--- src/rtl/sector_erase_window.sv ---
`timescale 1ns/1ps
module sector_erase_window #(
  parameter int N_SECTORS     = 16,
  parameter int WINDOW_CYCLES = 16000,
  localparam int SEC_W = $clog2(N_SECTORS)
) (
  input  logic                 clk,
  input  logic                 rst_n,
  input  logic                 cmd_valid,
  input  logic [SEC_W-1:0]     cmd_sector,
  input  logic [N_SECTORS-1:0] protect_map,
  input  logic                 erase_done,
  output logic                 timer_closed,
  output logic                 busy,
  output logic [N_SECTORS-1:0] sector_mask,
  output logic                 erase_start
);
  localparam int CNT_W = $clog2(WINDOW_CYCLES + 1);
  localparam logic [CNT_W-1:0] LAST = CNT_W'(WINDOW_CYCLES - 1);

  typedef enum logic [1:0] {S_IDLE, S_OPEN, S_ERASE} state_t;

  state_t               state;
  logic [CNT_W-1:0]     cnt;
  logic [N_SECTORS-1:0] add_bit;

  assign add_bit      = ({{(N_SECTORS-1){1'b0}}, 1'b1} << cmd_sector) & ~protect_map;
  assign busy         = (state != S_IDLE);
  assign timer_closed = (state == S_ERASE);

  always_ff @(posedge clk or negedge rst_n) begin
    if (!rst_n) begin
      state       <= S_IDLE;
      cnt         <= '0;
      sector_mask <= '0;
      erase_start <= 1'b0;
    end else begin
      erase_start <= 1'b0;
      case (state)
        S_IDLE: if (cmd_valid) begin
          state       <= S_OPEN;
          cnt         <= '0;
          sector_mask <= add_bit;
        end
        S_OPEN: begin
          if (cmd_valid) begin
            cnt         <= '0;
            sector_mask <= sector_mask | add_bit;
          end else if (cnt == LAST) begin
            if (|sector_mask) begin
              state       <= S_ERASE;
              erase_start <= 1'b1;
            end else begin
              state <= S_IDLE;
            end
          end else begin
            cnt <= cnt + 1'b1;
          end
        end
        S_ERASE: if (erase_done) begin
          state       <= S_IDLE;
          sector_mask <= '0;
        end
        default: state <= S_IDLE;
      endcase
    end
  end
endmodule

--- config.mk ---
export PLATFORM = sky130hd
export DESIGN_NAME = sector_erase_window
export DESIGN_NICKNAME = d
export VERILOG_FILES = /design/src/rtl/sector_erase_window.sv
export SDC_FILE = /design/constraint.sdc
export NUM_CORES = 1
export LEC_CHECK = 0
export BUFFER_PORTS_ARGS = -buffer_cell sky130_fd_sc_hd__buf_2
export CAP_MARGIN = 20
export CELL_PAD_IN_SITES_DETAIL_PLACEMENT = 2
export CELL_PAD_IN_SITES_GLOBAL_PLACEMENT = 2
export CORE_MARGIN = 2
export CORE_UTILIZATION = 35
export DETAILED_ROUTE_END_ITERATION = 12
export PLACE_DENSITY_LB_ADDON = 0.3
export SLEW_MARGIN = 30
export SYNTH_ARGS = -nofsm -noshare
export SYNTH_HDL_FRONTEND = slang
export SYNTH_SLANG_ARGS = --single-unit
--- constraint.sdc ---
create_clock -name clk -period 4.95 [get_ports clk]
set_clock_uncertainty 0.1 [all_clocks]
set_input_delay 0 -clock clk [delete_from_list [all_inputs] [get_ports clk]]
set_output_delay 0 -clock clk [all_outputs]
set_load 0.05 [all_outputs]
* Word level (Yosys, flattened, before mapping) *
Index checks and enable logic that the tools add are counted.

cells by class
  add/subtract/negate cells = 1
  multiply operators = 0
  divide/modulo/power cells = 0
  order comparisons = 0
  equal/unequal tests = 9
  shift-type cells = 1
  muxes and demuxes = 18
  bitwise gates (word level) = 3
  reduce and logical (&&, ||, !) cells = 8

operators with widths
  kind                                              count
  two-way mux 16 bit                                3
  case mux 16 bit (3 select lines)                  1
  two-way mux 14 bit                                3
  case mux 14 bit (2 select lines)                  1
  bitwise AND 16 bit                                1
  NOT 16 bit                                        1
  OR 16 bit                                         1
  OR reduction 16 bit                               1
  << shifter 1 x 4 -> 16 bit, first input constant  1
  adder 14 x 1 -> 14 bit, second input constant     1
  == test 14 bit, second input constant             1
  two-way mux 2 bit                                 5
  != test 2 bit, second input constant              5
  AND reduction 4 bit                               2
  case mux 2 bit (3 select lines)                   1
  two-way mux 1 bit                                 4
  nonzero test 2 bit                                2
  != test 3 bit, second input constant              1
  AND reduction 3 bit                               1
  nonzero test 3 bit                                1
  == test 2 x 1 -> 1 bit, second input constant     1
  == test 2 bit, second input constant              1
  zero test 2 bit                                   1

word-level totals
  bits in registers = 33
  latch bits = 0
  bits in writable memories = 0
  bits in read-only memories = 0
  bits of input ports = 24
  output and inout bits = 19
  word-level logic and storage cells = 44
  memories = 0

* Logic depth before layout (Yosys ltp) *
  depth in word-level cells = 5
  gate-level depth with buffers = 8
  depth with buffers taken out = 6

* Worst setup path after synthesis *
OpenSTA, ideal clock, no wires.

  path type = flip-flop to flip-flop
  from = reg state[0]
  to = reg state[0]
  setup time = 0.125 ns
  arrival time = 1.761 ns
  data required time = 4.725 ns
  path slack = 2.964 ns
  stages on the path, launching flop included = 7
  path buffers = 0
  period minus slack after synthesis = 1.986 ns
  path through = dfrtp_1 inv_1 ha_1 inv_1 o21ai_0 o21bai_2 mux2_4

between the ends
  word-level cells in the longest chain between the ends = 3
  elaborated cells on any way between the ends = 9
  those cells by class = 6 x eq/ne; 1 x mux; 2 x reduce/logical

RTL lines
  element                                               line  RTL
  start, declared                                       23    state_t state;
  start signal, assigned                                33    state <= S_IDLE;
  start signal, assigned                                41    state <= S_OPEN;
  start signal, assigned                                51    state <= S_ERASE;
  == test 2 x 1 -> 1 bit, or another cell as far along  39    case (state)
  != test 2 bit (no line)                               n/a
  AND reduction 4 bit (no line)                         n/a

Several ways; a longest one is shown, not always the timed one.
A chain may end at the register's enable or synchronous reset.

* Worst setup path after layout *
  from = reg state[1]
  to = reg sector_mask[8]

between the ends
  word-level cells in the longest chain between the ends = 3
  elaborated cells on any way between the ends = 9
  those cells by class = 5 x eq/ne; 1 x mux; 3 x reduce/logical

RTL lines
  element                                                        line  RTL
  == test 2 bit, or another cell as far along                    39
  != test 2 bit (no line) or nonzero test 3 bit (tied branches)  n/a
  AND reduction 4 bit (no line)                                  n/a
  end signal, assigned                                           43    sector_mask <= add_bit;
  end signal, assigned                                           48    sector_mask <= sector_mask | add_bit;
  end, declared                                                  15    output logic [N_SECTORS-1:0] sector_mask,

Several ways; a longest one is shown, not always the timed one.

==> reports/metrics.cfg <==
[status]
outcome = completed

[setup_path]
cp_cell_sequence = inv_1 -> ha_1 -> o21bai_1 -> nand4b_1 -> nand2_1 -> o41ai_1 -> dlygate4sd3_1
path_class = flop to flop
slowest_stage = nand4b_1
crit_cells = 7
crit_path_end = sector_mask[8]$_DFFE_PN0P_
crit_path_start = state[1]$_DFFE_PN0P_
cp_num_buf_inv = 2
worstPathRequired_ps = 5030
rr_endpoint = sector_mask[8]$_DFFE_PN0P_
cp.arrival_ps = 3030
cp-end-kind = flop
reg2reg_setup_slack_ps = 2000
rr_worst_depth = 7
r2r-start = state[1]$_DFFE_PN0P_
path_max_fanout = 16
crit_path_start_kind = flop
slowest_delay_ps = 630
cpLargestDelayFamily = simple AND/OR/NAND/NOR gates

[logic_synthesis]
netlist_instances = 180
syn_nets = 210
seq_area_frac_synth_pct = 45.02
ys_types = 43
synth_ff_type = dfrtp_1
avgSynthCellArea_sq_um = 10.19
synth_warnings = 0
synth-edff-count = 0
async_reset_ff_share_pct = 100.0
synth_area_sq_um = 1834
synth_seq_cells = 33

[timing]
period_share_pct = 59.59
fmax_mhz = 339.0
fin_crit_ps = 2950
grt_setup_unrepaired = false
whs_ps = 44.91
worst_pin_slew_ps = 800.7
finalMaxSlewViolations = 0
hold_viol = 0
setup_tns_ps = 0
setup_viol = 0
relSlewSlack_pct = 46.62

[grt]
antenna_found_initial = 0
grt_pass1_vias = 2098
grt_usage_pct = 26.25
grt_pass1_wl_um = 11830
grt_max_degree = 34
grt_overflow = 0

[clocking]
cts-root-buf = clkbuf_8
clock-sinks = 33
cts.clk_slew.worst_paths_ps = 70
cts_max_level = 2
clk_path_buf_depth = 2
clock_latency_ps = 300
cts_buffers = 5
cts_tree = done

[detailed_routing]
routed-via-count = 1793
drc = 0
wl_um = 7271
ant_nets = 0
drt_first_pass_iters = 4
drt_iter0_drc = 82
via_per_inst = 5.803
wl_per_cell_um = 23.53

[cells_and_area]
area_delta_synth_final_pct = 28.51
nNetsFinal = 269
final_area_sq_um = 2357
fillers = 562
drive_gt1_share_pct = 23.43
antennaDiodeCount = 0

[die]
io_pins = 43
die_x_um = 76.39
core-area_sq_um = 5075
fp-row-count = 26
die_h_um = 76.39
start_util_pct = 36.14
die-area_sq_um = 5835

[power_and_ir_drop]
peakVddDrop_v = 0.0001833
power.leakage_nw = 1.106
p_per_area_nw_per_um2 = 382.9

[flow_run]
cap_violations = 0

[placement]
routabilityCongestion = 0.7734
dpl_cell_area_sq_um = 2071
io_buffer_count = 42
post-dp-hpwl_um = 4305

[min_path]
hold_path_class = input port to flop

-- kinds of logic (layout without fill, tap and decap cells) --
group | Yosys count | in the layout | synth area share [%]
compound gates | 55 | 55 | 23.88
fa+ha+maj | 6 | 6 | 4.093
buf+inv | 15 | 74 | 4.570
flops | 33 | 33 | 45.02
mux | 3 | 3 | 1.910
simple gates | 68 | 68 | 20.53
-- state kept, by name, summed over array words and instances (netlist names) --
register,cells
sector_mask,16
cnt,14
state,2
erase_start,1
-- per-stage QoR --
stage | setup WS (ps) | util, % | power, mW | cells
final | 2000 | 46.45 | 0.9025 | 309
after global placement | 2886 | 40.80 | 0.6335 | 282
after floorplan | 2964 | - | 0.5569 | 180
after CTS | 2209 | 46.45 | 0.8825 | 309
after global routing | 1884 | 46.45 | 0.9471 | 309
after detailed placement | 2687 | 40.80 | 0.6560 | 282
-- synth_stat cells (all sizes together), types with 2 or more instances --
cell	number	share of area, %
dfrtp	33	45
o31ai	27	12
nand2	24	4.9
buf	7	2.9
ha	6	4.1
nand2b	6	2.0
o21ai	6	1.6
nor2	5	1.0
nor4	5	1.7
o41ai	5	2.8
a22o	4	1.9
and4	4	2.0
clkbuf	4	0.82
inv	4	0.82
nand3	4	1.1
a21oi	3	0.82
a41oi	3	1.4
and2	3	1.0
nand4	3	1.0
nor3b	3	1.2
a31oi	2	0.68
mux2i	2	1.1
nand3b	2	0.82
o21bai	2	1.0
or3	2	0.68
-- cell type report --
class,count,area (sq um),area share (%)
inverters,4,15.01,0.6369
flip-flops and latches,33,825.8,35.03
repair buffers,63,417.9,17.73
clock buffers,7,86.33,3.662
well taps,70,87.58,3.716
multi-input cells,132,924.6,39.23
-- layout by cell type, fill, tap and decap left out, types with 3 or more instances in the layout --
cell / instances
and4_1: 3
dfrtp_1: 33
o41ai_1: 4
a21oi_1: 3
buf_2: 42
dlygate4sd3_1: 20
nand2_1: 24
inv_1: 4
o21ai_0: 6
clkbuf_8: 6
nand3_1: 4
ha_1: 6
o31ai_1: 26
nand2b_1: 6
nor4_1: 5
and2_1: 3
a41oi_1: 3
a22o_1: 4
nor3b_1: 3
nand4_1: 3
nor2_1: 5
-- worst min-delay path, delay by kind of cell --
family | cells | cell delay [ps]
AOI/OAI and AO/OA | 1 | 90
buffers and inverters | 1 | 140
and+or+nand+nor | 1 | 160
-- worst min path at each step --
stage	from	end	cells past startpoint
final	cmd_sector[0]	sector_mask[7]$_DFFE_PN0P_	3
after global routing	cmd_sector[3]	sector_mask[11]$_DFFE_PN0P_	3
after CTS	cmd_sector[0]	sector_mask[7]$_DFFE_PN0P_	3
after detailed placement	rst_n	cnt[5]$_DFFE_PN0P_	1
after global placement	rst_n	cnt[5]$_DFFE_PN0P_	1
after floorplan	rst_n	cnt[0]$_DFFE_PN0P_	0
-- layer usage --
metal	global-route usage [%]	vias up	routed length, um
met3	6.043	17	287
li1	-	805	-
met4	9.636	0	229
met2	47.43	55	3831
met1	30.13	916	2923
met5	0	-	0
-- power breakdown --
part | switching (mW) | internal (mW) | leakage (nW)
registers | 0.0242 | 0.293 | 0.456
logic | 0.255 | 0.111 | 0.606
clock network | 0.109 | 0.111 | 0.0443
total | 0.388 | 0.514 | 1.11
-- repair_timing --
action | in CTS | in global routing
endpoints found under the hold margin | 49 | 0
hold buffers | 20 | 0
setup buffers | 0 | 0
gates resized for setup | 0 | 0
Note: power is estimated with default switching activity, not from simulation.
